`config.mk`:
```
export PLATFORM = sky130hd
export DESIGN_NAME = pgbuf_write_ctrl
export DESIGN_NICKNAME = d
export VERILOG_FILES = /design/src/rtl/pgbuf_pkg.sv /design/src/rtl/pgbuf_win_decode.sv /design/src/rtl/pgbuf_bus_fsm.sv /design/src/rtl/pgbuf_page_buffer.sv /design/src/rtl/pgbuf_prog_seq.sv /design/src/rtl/pgbuf_write_ctrl.sv
export SDC_FILE = /design/constraint.sdc
export NUM_CORES = 1
export LEC_CHECK = 0
export BUFFER_PORTS_ARGS = -buffer_cell sky130_fd_sc_hd__buf_4
export CAP_MARGIN = 0
export CORE_UTILIZATION = 34
export DETAILED_ROUTE_END_ITERATION = 6
export PLACE_DENSITY = 0.56
export SLEW_MARGIN = 15
export SYNTH_ARGS = -nofsm -noshare
export SYNTH_HDL_FRONTEND = slang
export SYNTH_SLANG_ARGS = --single-unit
```
`constraint.sdc`:
```
create_clock -name hclk -period 6.93 [get_ports hclk]
set_input_delay 1.386 -clock hclk [delete_from_list [all_inputs] [get_ports hclk]]
set_output_delay 1.386 -clock hclk [all_outputs]
set_load 0.01 [all_outputs]
```
`src/rtl/pgbuf_pkg.sv`:
```
// Shared types and address-window constants for the EEPROM page-buffer
// write controller. Assumes byte addresses are offsets into the block's
// own space (the bus fabric strips the base).
package pgbuf_pkg;

    typedef enum logic [1:0] {
        WIN_REG   = 2'd0,
        WIN_EE    = 2'd1,
        WIN_UNDEF = 2'd2,
        WIN_FLASH = 2'd3
    } win_e;

    typedef enum logic [1:0] {
        BS_IDLE = 2'd0,
        BS_WAIT = 2'd1,
        BS_ERR1 = 2'd2,
        BS_ERR2 = 2'd3
    } bus_st_e;

    typedef enum logic [1:0] {
        PS_IDLE = 2'd0,
        PS_SCAN = 2'd1,
        PS_HOLD = 2'd2
    } prog_st_e;

    localparam logic [31:0] EE_BASE     = 32'h0000_1000;
    localparam logic [31:0] UNDEF_BASE  = 32'h0000_2000;
    localparam logic [31:0] FLASH_BASE  = 32'h0000_3000;
    localparam logic [31:0] FLASH_BYTES = 32'd163840;
    localparam int          EE_BYTES    = 4096;

    localparam int          REG_OFF_W   = 12;
    localparam logic [REG_OFF_W-1:0] CTRL_OFF = 12'h000;
    localparam logic [REG_OFF_W-1:0] STAT_OFF = 12'h004;

    localparam logic [2:0]  SZ_BYTE = 3'd0;
    localparam logic [2:0]  SZ_HALF = 3'd1;
    localparam logic [2:0]  SZ_WORD = 3'd2;

endpackage

```
`src/rtl/pgbuf_win_decode.sv`:
```
// Address window decoder: classifies a byte address as register, EEPROM,
// undefined or flash. Purely combinational. Assumes ADDR_W < 32.
module pgbuf_win_decode
    import pgbuf_pkg::*;
#(
    parameter int ADDR_W = 18
) (
    input  logic [ADDR_W-1:0] addr,
    output win_e              win
);

    logic [31:0] a32;
    assign a32 = 32'(addr);

    // Compare the address against the ascending window boundaries.
    always_comb begin
        if (a32 < EE_BASE)                       win = WIN_REG;
        else if (a32 < UNDEF_BASE)               win = WIN_EE;
        else if (a32 < FLASH_BASE)               win = WIN_UNDEF;
        else if (a32 < FLASH_BASE + FLASH_BYTES) win = WIN_FLASH;
        else                                     win = WIN_UNDEF;
    end

endmodule

```
`src/rtl/pgbuf_bus_fsm.sv`:
```
// AHB-Lite slave data-phase engine. Captures each accepted address phase,
// inserts width- and mode-dependent wait states for EEPROM writes, splits
// word writes into two halfword buffer writes, answers undefined and
// busy-time EEPROM writes with a two-cycle ERROR, and serves zero-wait
// register, buffer and flash accesses. Assumes every wait count is >= 1
// and the master holds hwdata for the whole data phase.
module pgbuf_bus_fsm
    import pgbuf_pkg::*;
#(
    parameter int PAGE_BYTES     = 64,
    parameter int ROW_W          = 6,
    parameter int FAST_WORD_WS   = 5,
    parameter int FAST_NARROW_WS = 2,
    parameter int SLOW_WORD_WS   = 7,
    parameter int SLOW_NARROW_WS = 3,
    localparam int OFF_W = $clog2(PAGE_BYTES),
    localparam int IDX_W = OFF_W - 1,
    localparam int WD_W  = OFF_W - 2
) (
    input  logic                 clk,
    input  logic                 rst_n,
    input  logic                 hsel,
    input  logic [REG_OFF_W-1:0] haddr_lo,
    input  win_e                 addr_win,
    input  logic [1:0]           htrans,
    input  logic                 hwrite,
    input  logic [2:0]           hsize,
    input  logic [31:0]          hwdata,
    input  logic                 hready,
    input  logic                 fast_mode,
    input  logic                 prog_busy,
    input  logic                 prog_done,
    input  logic [31:0]          buf_rd_word,
    output logic                 hreadyout,
    output logic                 hresp,
    output logic [31:0]          hrdata,
    output logic                 buf_we,
    output logic [IDX_W-1:0]     buf_idx,
    output logic [15:0]          buf_data,
    output logic [1:0]           buf_be,
    output logic [ROW_W-1:0]     buf_row,
    output logic [WD_W-1:0]      buf_rd_idx,
    output logic                 start_pulse,
    output logic                 status_rd
);

    localparam int WS_W = $clog2(SLOW_WORD_WS + 1);

    bus_st_e              st_q;
    logic [WS_W-1:0]      cnt_q;
    logic                 first_q;
    logic                 dp_valid_q;
    win_e                 dp_win_q;
    logic                 dp_write_q;
    logic [REG_OFF_W-1:0] dp_off_q;
    logic [2:0]           dp_size_q;

    logic            accept;
    logic [WS_W-1:0] ws_sel;
    logic            in_wait, last_wait, dp_word, zero_phase;
    logic [7:0]      byte_sel;

    // Phase-completion and error outputs follow directly from the state.
    assign hreadyout = !((st_q == BS_ERR1) || ((st_q == BS_WAIT) && (cnt_q != '0)));
    assign hresp     = (st_q == BS_ERR1) || (st_q == BS_ERR2);
    assign accept    = hsel && hready && ((htrans == 2'b10) || (htrans == 2'b11));

    // Wait-state count for the transfer in its address phase.
    always_comb begin
        if (hsize == SZ_WORD) ws_sel = fast_mode ? WS_W'(FAST_WORD_WS)   : WS_W'(SLOW_WORD_WS);
        else                  ws_sel = fast_mode ? WS_W'(FAST_NARROW_WS) : WS_W'(SLOW_NARROW_WS);
    end

    // Data-phase sequencing: capture address phase, count waits, step errors.
    always_ff @(posedge clk) begin
        if (!rst_n) begin
            st_q       <= BS_IDLE;
            cnt_q      <= '0;
            first_q    <= 1'b0;
            dp_valid_q <= 1'b0;
            dp_win_q   <= WIN_REG;
            dp_write_q <= 1'b0;
            dp_off_q   <= '0;
            dp_size_q  <= '0;
        end else if (hreadyout) begin
            dp_valid_q <= accept;
            first_q    <= 1'b0;
            if (accept) begin
                dp_win_q   <= addr_win;
                dp_write_q <= hwrite;
                dp_off_q   <= haddr_lo;
                dp_size_q  <= hsize;
                if ((addr_win == WIN_UNDEF) || ((addr_win == WIN_EE) && hwrite && prog_busy)) begin
                    st_q <= BS_ERR1;
                end else if ((addr_win == WIN_EE) && hwrite) begin
                    st_q    <= BS_WAIT;
                    cnt_q   <= ws_sel;
                    first_q <= 1'b1;
                end else begin
                    st_q <= BS_IDLE;
                end
            end else begin
                st_q <= BS_IDLE;
            end
        end else if (st_q == BS_ERR1) begin
            st_q <= BS_ERR2;
        end else begin
            cnt_q   <= cnt_q - 1'b1;
            first_q <= 1'b0;
        end
    end

    assign in_wait   = (st_q == BS_WAIT);
    assign last_wait = in_wait && (cnt_q == '0);
    assign dp_word   = (dp_size_q == SZ_WORD);
    assign byte_sel  = hwdata[{dp_off_q[1:0], 3'b000} +: 8];
    assign buf_row   = dp_off_q[OFF_W+ROW_W-1:OFF_W];

    // Buffer write port: low half of a word first, everything else last.
    always_comb begin
        buf_we   = 1'b0;
        buf_idx  = dp_off_q[OFF_W-1:1];
        buf_data = hwdata[15:0];
        buf_be   = 2'b11;
        if (in_wait && dp_word && first_q) begin
            buf_we  = 1'b1;
            buf_idx = {dp_off_q[OFF_W-1:2], 1'b0};
        end else if (last_wait) begin
            buf_we = 1'b1;
            if (dp_word) begin
                buf_idx  = {dp_off_q[OFF_W-1:2], 1'b1};
                buf_data = hwdata[31:16];
            end else if (dp_size_q == SZ_HALF) begin
                buf_data = dp_off_q[1] ? hwdata[31:16] : hwdata[15:0];
            end else begin
                buf_data = {byte_sel, byte_sel};
                buf_be   = dp_off_q[0] ? 2'b10 : 2'b01;
            end
        end
    end

    assign zero_phase  = (st_q == BS_IDLE) && dp_valid_q;
    assign buf_rd_idx  = dp_off_q[OFF_W-1:2];
    assign start_pulse = zero_phase && (dp_win_q == WIN_REG) && dp_write_q
                         && (dp_off_q == CTRL_OFF) && hwdata[0];
    assign status_rd   = zero_phase && (dp_win_q == WIN_REG) && !dp_write_q
                         && (dp_off_q == STAT_OFF);

    // Read data mux for zero-wait read data phases.
    always_comb begin
        hrdata = '0;
        if (zero_phase && !dp_write_q) begin
            if (status_rd)                hrdata = {30'd0, prog_done, prog_busy};
            else if (dp_win_q == WIN_EE)  hrdata = buf_rd_word;
        end
    end

endmodule

```
`src/rtl/pgbuf_page_buffer.sv`:
```
// Page buffer: halfword-organised storage with a per-byte dirty mask and
// the latched target row. One byte-enabled write port, one word read port
// for the bus, one halfword scan port for programming, and a clear.
module pgbuf_page_buffer #(
    parameter int PAGE_BYTES = 64,
    parameter int ROW_W      = 6,
    localparam int HW_CNT = PAGE_BYTES / 2,
    localparam int OFF_W  = $clog2(PAGE_BYTES),
    localparam int IDX_W  = OFF_W - 1,
    localparam int WD_W   = OFF_W - 2
) (
    input  logic             clk,
    input  logic             rst_n,
    input  logic             wr_en,
    input  logic [IDX_W-1:0] wr_idx,
    input  logic [15:0]      wr_data,
    input  logic [1:0]       wr_be,
    input  logic [ROW_W-1:0] wr_row,
    input  logic             clr,
    input  logic [WD_W-1:0]  rd_idx,
    output logic [31:0]      rd_word,
    input  logic [IDX_W-1:0] scan_idx,
    output logic [15:0]      scan_data,
    output logic [1:0]       scan_be,
    output logic [ROW_W-1:0] row_q
);

    logic [15:0] hw_q    [HW_CNT];
    logic [1:0]  dirty_q [HW_CNT];

    for (genvar g = 0; g < HW_CNT; g++) begin : g_hw
        for (genvar b = 0; b < 2; b++) begin : g_lane
            // One byte lane: write when enabled, clear after programming.
            always_ff @(posedge clk) begin
                if (!rst_n || clr) begin
                    hw_q[g][8*b +: 8] <= '0;
                    dirty_q[g][b]     <= 1'b0;
                end else if (wr_en && (wr_idx == IDX_W'(g)) && wr_be[b]) begin
                    hw_q[g][8*b +: 8] <= wr_data[8*b +: 8];
                    dirty_q[g][b]     <= 1'b1;
                end
            end
        end
    end

    // Row of the most recent buffer write.
    always_ff @(posedge clk) begin
        if (!rst_n)     row_q <= '0;
        else if (wr_en) row_q <= wr_row;
    end

    assign rd_word   = {hw_q[{rd_idx, 1'b1}], hw_q[{rd_idx, 1'b0}]};
    assign scan_data = hw_q[scan_idx];
    assign scan_be   = dirty_q[scan_idx];

endmodule

```
`src/rtl/pgbuf_prog_seq.sv`:
```
// Programming sequencer: on start, scans every halfword of the buffer and
// issues an array write for each dirty one, then holds busy for the
// simulated program time, clears the buffer and sets done. Done clears
// on a status read unless it is being set in the same cycle.
module pgbuf_prog_seq
    import pgbuf_pkg::*;
#(
    parameter int HW_CNT      = 32,
    parameter int PROG_CYCLES = 40,
    localparam int IDX_W = $clog2(HW_CNT),
    localparam int CNT_W = $clog2(PROG_CYCLES + 1)
) (
    input  logic             clk,
    input  logic             rst_n,
    input  logic             start,
    input  logic             status_rd,
    input  logic [1:0]       scan_be,
    output logic [IDX_W-1:0] scan_idx,
    output logic             mem_we,
    output logic             busy,
    output logic             done,
    output logic             buf_clr
);

    prog_st_e         st_q;
    logic [IDX_W-1:0] idx_q;
    logic [CNT_W-1:0] hold_q;

    assign scan_idx = idx_q;
    assign busy     = (st_q != PS_IDLE);
    assign mem_we   = (st_q == PS_SCAN) && (scan_be != 2'b00);
    assign buf_clr  = (st_q == PS_HOLD) && (hold_q == '0);

    // Scan / hold / return-to-idle sequencing.
    always_ff @(posedge clk) begin
        if (!rst_n) begin
            st_q   <= PS_IDLE;
            idx_q  <= '0;
            hold_q <= '0;
        end else begin
            case (st_q)
                PS_IDLE: if (start) begin
                    st_q  <= PS_SCAN;
                    idx_q <= '0;
                end
                PS_SCAN: begin
                    idx_q <= idx_q + 1'b1;
                    if (idx_q == IDX_W'(HW_CNT - 1)) begin
                        st_q   <= PS_HOLD;
                        hold_q <= CNT_W'(PROG_CYCLES - 1);
                    end
                end
                PS_HOLD: begin
                    if (hold_q == '0) st_q <= PS_IDLE;
                    else              hold_q <= hold_q - 1'b1;
                end
                default: st_q <= PS_IDLE;
            endcase
        end
    end

    // Completion flag: set at the end of programming, cleared by reading.
    always_ff @(posedge clk) begin
        if (!rst_n)         done <= 1'b0;
        else if (buf_clr)   done <= 1'b1;
        else if (status_rd) done <= 1'b0;
    end

endmodule

```
`src/rtl/pgbuf_write_ctrl.sv`:
```
// Top of the EEPROM page-buffer write controller: wires the window decoder,
// the bus data-phase engine, the page buffer and the programming sequencer.
// Assumes a single AHB-Lite master and ADDR_W between 12 and 31.
module pgbuf_write_ctrl
    import pgbuf_pkg::*;
#(
    parameter int ADDR_W         = 18,
    parameter int PAGE_BYTES     = 64,
    parameter int PROG_CYCLES    = 40,
    parameter int FAST_WORD_WS   = 5,
    parameter int FAST_NARROW_WS = 2,
    parameter int SLOW_WORD_WS   = 7,
    parameter int SLOW_NARROW_WS = 3,
    localparam int HW_CNT = PAGE_BYTES / 2,
    localparam int OFF_W  = $clog2(PAGE_BYTES),
    localparam int IDX_W  = OFF_W - 1,
    localparam int WD_W   = OFF_W - 2,
    localparam int ROW_W  = $clog2(EE_BYTES) - OFF_W
) (
    input  logic              hclk,
    input  logic              hresetn,
    input  logic              hsel,
    input  logic [ADDR_W-1:0] haddr,
    input  logic [1:0]        htrans,
    input  logic              hwrite,
    input  logic [2:0]        hsize,
    input  logic [31:0]       hwdata,
    input  logic              hready,
    input  logic              fast_mode,
    output logic              hreadyout,
    output logic              hresp,
    output logic [31:0]       hrdata,
    output logic              mem_we,
    output logic [ROW_W-1:0]  mem_row,
    output logic [IDX_W-1:0]  mem_col,
    output logic [15:0]       mem_wdata,
    output logic [1:0]        mem_be
);

    win_e             addr_win;
    logic             buf_we, buf_clr, start_pulse, status_rd;
    logic [IDX_W-1:0] buf_idx, scan_idx;
    logic [15:0]      buf_data;
    logic [1:0]       buf_be, scan_be;
    logic [ROW_W-1:0] buf_row;
    logic [WD_W-1:0]  buf_rd_idx;
    logic [31:0]      buf_rd_word;
    logic             prog_busy, prog_done;

    pgbuf_win_decode #(.ADDR_W(ADDR_W)) i_dec (
        .addr (haddr),
        .win  (addr_win)
    );

    pgbuf_bus_fsm #(
        .PAGE_BYTES     (PAGE_BYTES),
        .ROW_W          (ROW_W),
        .FAST_WORD_WS   (FAST_WORD_WS),
        .FAST_NARROW_WS (FAST_NARROW_WS),
        .SLOW_WORD_WS   (SLOW_WORD_WS),
        .SLOW_NARROW_WS (SLOW_NARROW_WS)
    ) i_bus (
        .clk         (hclk),
        .rst_n       (hresetn),
        .hsel        (hsel),
        .haddr_lo    (haddr[REG_OFF_W-1:0]),
        .addr_win    (addr_win),
        .htrans      (htrans),
        .hwrite      (hwrite),
        .hsize       (hsize),
        .hwdata      (hwdata),
        .hready      (hready),
        .fast_mode   (fast_mode),
        .prog_busy   (prog_busy),
        .prog_done   (prog_done),
        .buf_rd_word (buf_rd_word),
        .hreadyout   (hreadyout),
        .hresp       (hresp),
        .hrdata      (hrdata),
        .buf_we      (buf_we),
        .buf_idx     (buf_idx),
        .buf_data    (buf_data),
        .buf_be      (buf_be),
        .buf_row     (buf_row),
        .buf_rd_idx  (buf_rd_idx),
        .start_pulse (start_pulse),
        .status_rd   (status_rd)
    );

    pgbuf_page_buffer #(.PAGE_BYTES(PAGE_BYTES), .ROW_W(ROW_W)) i_buf (
        .clk       (hclk),
        .rst_n     (hresetn),
        .wr_en     (buf_we),
        .wr_idx    (buf_idx),
        .wr_data   (buf_data),
        .wr_be     (buf_be),
        .wr_row    (buf_row),
        .clr       (buf_clr),
        .rd_idx    (buf_rd_idx),
        .rd_word   (buf_rd_word),
        .scan_idx  (scan_idx),
        .scan_data (mem_wdata),
        .scan_be   (scan_be),
        .row_q     (mem_row)
    );

    pgbuf_prog_seq #(.HW_CNT(HW_CNT), .PROG_CYCLES(PROG_CYCLES)) i_seq (
        .clk       (hclk),
        .rst_n     (hresetn),
        .start     (start_pulse),
        .status_rd (status_rd),
        .scan_be   (scan_be),
        .scan_idx  (scan_idx),
        .mem_we    (mem_we),
        .busy      (prog_busy),
        .done      (prog_done),
        .buf_clr   (buf_clr)
    );

    assign mem_col = scan_idx;
    assign mem_be  = scan_be;

endmodule

```
==> run metrics, run 1 <==
outcome=finished clean; clock root buffer=clkbuf_16; Remaining Overflow, GRT=0; Critical Path AT=3.81 ns; final hold vios=0; final setup vio count=0; Overall Global Routing Usage=0.211; switch share=0.233; pin count of the biggest net entering global routing=67; CTS buffer count=67; Worst EP required=5.54 ns; clock tree sinks=630; Total Nets Final=2,499; vias in the first global route=21,285; Routed Antenna Nets=0; critical path startpoint category=flop; global-route wire length before repair=146,000 um; detailed-route via count=21,347; register bit total from synthesis=630; Psw=2.01 mW; layout cells sized above 1=0.288; initial antenna violation count=1; area of the multi-input gates=13,000 um^2; clk slew on worst S/H paths=0.07 ns; critical setup path kind=flop to output pin; DP Worst Slack=2.36 ns; P_int=6.64 mW; Resized cells post-CTS=0; Avg Cell Area, Syn=13.8 um^2; Post-CTS Setup Bufs=0; hpwl dp=70,100 um; Setup crit end kind=output pin; routability congestion estimate=0.891; fillcell total=8,640; CP Max Fanout=45; Area Overhead vs Synth=14.9%; clk_skew=0.0375 ns; DR vias/cell=5.70; CTS tree=yes; Die X=310 um; Seq pwr share=0.501; number of port buffers=123; initial core utilization=0.345; Clk pwr share=0.427; post-synth cell types=62; Max Freq=192 MHz; Hold Buf Count CTS=0; die area=96,400 um^2; dpl cells=3,616; setup ws final=1.73 ns; Seq. cell area=18,400 um^2; final hold slack=0.462 ns; core box area=93,700 um^2; Fin Setup TNS=0 ns; Async SR Flop Fraction=0; final critical-path required period=5.20 ns; wirelength, routed=102,000 um; unrepaired setup endpoints after global routing=false; Cell Rows=112; LEAKAGE=12.9 nW; clock tree buffer depth=3; Net Count, Synth=2,403; max_slew headroom=0.183; Tightest Hold Check Type=flop to flop; synth warn=0; Cell Pwr Density=233 nW/um^2; Max Cap Viol=0; Final Slew Violations=0; EDFF count, synth=575; Period Utilization, post-route=0.750; Final Non-Filler Cells=3,742; Routed WL per cell=27.2 um; Synth Instances=2,336; post-synthesis sequential area ratio=0.568; TritonRoute pass-1 iters=7; htree depth=3; Clk Latency, worst-skew pair=0.64 ns; DR DRC count=0; die height=310 um; Initial DRC Count=2,416; combinational power share=0.072; Max IR drop VDD=0.000183 V; mapped cell area=32,300 um^2; I/O pin count=125; worst-margin pin slew=1.20 ns; main flop type after synthesis=edfxtp_1
-- worst max-delay path, stage by stage (launching register included) --
cell and delay [ns]:
dfxtp_4 0.97, buf_4 0.58, mux4_2 0.65, mux4_2 0.53, and3_1 0.20, buf_4 0.14
-- state kept, by name, indices dropped and copies added (netlist names), named ones only --
name	flops
i_seq.hold_q	6
i_seq.scan_idx	5
i_bus.dp_write_q	1
i_bus.dp_win_q	2
i_buf.hw_q	512
i_seq.st_q	2
i_buf.dirty_q	64
i_bus.dp_off_q	12
i_seq.done	1
i_bus.dp_size_q	3
i_bus.first_q	1
i_bus.st_q	2
i_bus.cnt_q	3
i_bus.dp_valid_q	1
i_buf.row_q	6
-- Yosys cell counts (all sizes together), types with 5 or more instances --
cell,number,area [um^2]
nor3,26,130
inv,76,285
edfxtp,575,17300
dfxtp,55,1100
clkbuf,74,279
a21oi,63,323
nor2,555,2090
nand2b,9,58.8
o2bb2ai,7,61.3
and2,8,50.1
a22oi,12,90.1
nor2b,13,81.3
a211oi,8,60.1
buf,122,577
o22ai,6,37.5
a31oi,6,37.5
mux2,17,191
mux2i,55,551
nand2,95,357
nand4,18,113
and3,33,206
o21a,5,37.5
o21ai,85,429
nand3,48,310
mux4,320,7210
ha,6,75.1
-- power by group through the flow --
stage,Clock (mW),Combinational (mW),Sequential (mW)
6_report,3.69,0.620,4.34
5_1_grt,3.86,0.650,4.35
4_1_cts,3.74,0.611,4.34
3_5_place_dp,0,0.609,4.42
3_3_place_gp,0,0.601,4.41
2_1_floorplan,0,0.371,4.37
-- cells by family after synthesis --
| logic type | after synthesis | synth area share |
|---|---|---|
| multiplexers | 392 | 0.246 |
| XOR/XNOR | 4 | 0.00108 |
| AND/OR/NAND/NOR | 822 | 0.110 |
| buffers and inverters | 273 | 0.0354 |
| AO/OA/AOI/OAI | 209 | 0.0378 |
| adder cells (fa/ha/maj) | 6 | 0.00232 |
| flip-flops | 630 | 0.568 |
-- routing by layer --
layer,GRT usage,up-vias,routed length (um)
met4,0.0699,0,2660
met3,0.0616,147,11200
met1,0.274,10914,39200
li1,-,9087,-
met2,0.339,1199,48700
met5,0,-,0
-- per-stage QoR --
step,total power [mW],area (um^2),util
finish,8.65,37200,0.397
global route,8.86,37200,0.396
CTS,8.68,37100,0.396
detailed placement,5.03,34900,0.373
global placement,5.01,34900,0.373
floorplan,4.74,32300,-
-- final timing paths --
check | cells after the start | to | start | slack, ns
worst max-delay path | 5 | hrdata[14] | flop | 1.73
worst min-delay path | 2 | i_buf.row_q[2] | i_buf.row_q[2] | 0.46
worst max register to register | 6 | i_buf.hw_q[2][12] | i_bus.dp_size_q[1] | 3.07
worst min register to register | 2 | i_buf.row_q[2] | i_buf.row_q[2] | 0.46
-- placed cells by master (no fill, tap or decap), drive strengths merged, types with 4 or more instances in the layout --
cell	Yosys	final
nand4	18	18
diode	0	4
clkbuf	74	79
nand3	48	48
a211oi	8	8
bufinv	0	8
dfxtp	55	55
ha	6	6
nand2b	9	9
mux2i	55	55
o21a	5	5
a22oi	12	12
and3	33	33
nor2	555	555
clkinvlp	0	4
clkinv	1	28
and2	8	8
nor2b	13	13
inv	76	79
a31oi	6	6
a21oi	63	63
o21ai	85	85
o2bb2ai	7	7
o22ai	6	6
mux2	17	17
nand2	95	95
mux4	320	320
edfxtp	575	575
nor3	26	26
buf	122	223
-- cell type report --
class	instances	share of cell area
Inverter	77	0.00777
Clock inverter	42	0.0119
Sequential cell	630	0.495
Tap cell	1254	0.0422
Antenna cell	4	0.000269
Clock buffer	79	0.0475
Timing Repair Buffer	223	0.0466
Multi-Input combinational cell	1433	0.349
No activity file was read; power rests on OpenSTA's default activity.
==> run 2, diff against run 1 <==
==> constraint.sdc (replaced) <==
create_clock -name hclk -period 5 [get_ports hclk]
set_input_delay 1 -clock hclk [delete_from_list [all_inputs] [get_ports hclk]]
set_output_delay 1 -clock hclk [all_outputs]
set_load 0.01 [all_outputs]
==> run 2 against run 1 <==
Against the previous run: non-clock buffer count grew 14; setup slack lost 1.1 ns; core utilization grew 0.24 points; flip-flop and latch count is the same; clock skew shrank 0.010 ns; clock-buffer cell count grew 9; global-route usage shrank 0.053 points; largest power group unchanged; clock power grew 42%.
==> run metrics, run 2 (synthesis gave the netlist of run 1 again) <==
Critical Path AT=3.36 ns; worst hold path depth=2; htree depth=3; vias in the first global route=21,152; Layout Utilization=0.399; Max Cap Viol=0; Largest Register=i_buf.hw_q; worst-margin pin slew=1.11 ns; Setup crit end kind=output pin; Worst EP required=4.00 ns; hold path start=i_buf.row_q[2]; Post-CTS Setup Bufs=0; Fin Setup TNS=0 ns; Overall Power=12.1 mW; Clk Latency, worst-skew pair=0.63 ns; die height=310 um; Cell Rows=112; pin count of the biggest net entering global routing=66; clock tree sinks=630; final setup vio count=0; Post-Place Cell Area=35,100 um^2; worst r2r dst=i_buf.hw_q[0][13]; CTS buffer count=69; final hold vios=0; unrepaired setup endpoints after global routing=false; DP Worst Slack=1.27 ns; biggest regs=i_buf.hw_q: 512 flops, i_buf.dirty_q: 64 flops, i_bus.dp_off_q: 12 flops; Overall Global Routing Usage=0.211; layout cells sized above 1=0.295; number of port buffers=123; Max Freq=229 MHz; Worst Hold End=i_buf.row_q[2]; max_slew headroom=0.243; global-route wire length before repair=147,000 um; critical setup path kind=flop to output pin; Routed WL per cell=26.9 um; R2R cell count=6; hpwl dp=71,300 um; TritonRoute pass-1 iters=5; Die X=310 um; critical path startpoint category=flop; routability congestion estimate=0.924; DR vias/cell=5.69; Final Slew Violations=0; final hold slack=0.462 ns; core box area=93,700 um^2; initial core utilization=0.345; LEAKAGE=13.0 nW; Final Non-Filler Cells=3,756; crit path from=i_bus.st_q[1]; outcome=finished clean; Hold Buf Count CTS=0; Tightest Hold Check Type=flop to flop; most common cell after layout, fill and taps aside=edfxtp_1; Resized cells post-CTS=0; fin area=37,400 um^2; clk_skew=0.0272 ns; setup ws final=0.640 ns; Remaining Overflow, GRT=0; max FFs per register=512; initial antenna violation count=4; Period Utilization, post-route=0.872; Area Overhead vs Synth=15.6%; Max IR drop VDD=0.000222 V; die area=96,400 um^2; CTS tree=yes; Cell Pwr Density=324 nW/um^2; I/O pin count=125; clock root buffer=clkbuf_16; Initial DRC Count=2,557; DR DRC count=0; clock tree buffer depth=3; CP Max Fanout=17; FF-to-FF Start=i_bus.dp_size_q[1]; Routed Antenna Nets=0; clk slew on worst S/H paths=0.06 ns; dpl cells=3,629; final critical-path required period=4.36 ns; reg-to-reg slack, setup=1.20 ns; Total Nets Final=2,515; detailed-route via count=21,384; most frequent cells in the layout=edfxtp_1 (575), nor2_1 (549), mux4_2 (320), buf_4 (230), nand2_1 (95); wirelength, routed=101,000 um
[run 2: layer usage]
layer,vias up,global-route usage,share of wire
met5,-,0,0.00027
met4,4,0.0619,0.024
met3,131,0.0445,0.097
met2,1172,0.337,0.48
met1,10947,0.289,0.40
li1,9130,-,-
[run 2: worst max-delay path by stage]
stage	to	slack [ns]	cells after the start
floorplan	mem_wdata[0]	1.71	5
global placement	mem_wdata[13]	1.30	5
CTS	mem_wdata[13]	0.62	5
global route	hrdata[1]	0.48	5
detailed placement	i_buf.hw_q[5][5]	1.27	7
finish	hrdata[31]	0.64	5
[run 2: power by group]
part           internal [mW]  switching [mW]  total [mW]
Sequential              5.90           0.111        6.01
Clock                   3.04            2.18        5.23
Combinational          0.352           0.516       0.868
Total                   9.29            2.81        12.1
[run 2: area by class of cell]
cell class                      count  area (um^2)
Clock inverter                     36          374
Multi-Input combinational cell   1433        13000
Sequential cell                   630        18400
Timing Repair Buffer              237         1880
Tap cell                         1254         1570
Inverter                           77          289
Clock buffer                       88         1920
Fill cell                        8569        56300
Antenna cell                        1         2.50
[run 2: critical path, stage by stage (launching register included)]
cell,delay [ns]
dfxtp_1,0.36
nor4b_1,0.60
nor2b_2,0.94
buf_4,0.38
and3_1,0.28
buf_4,0.15
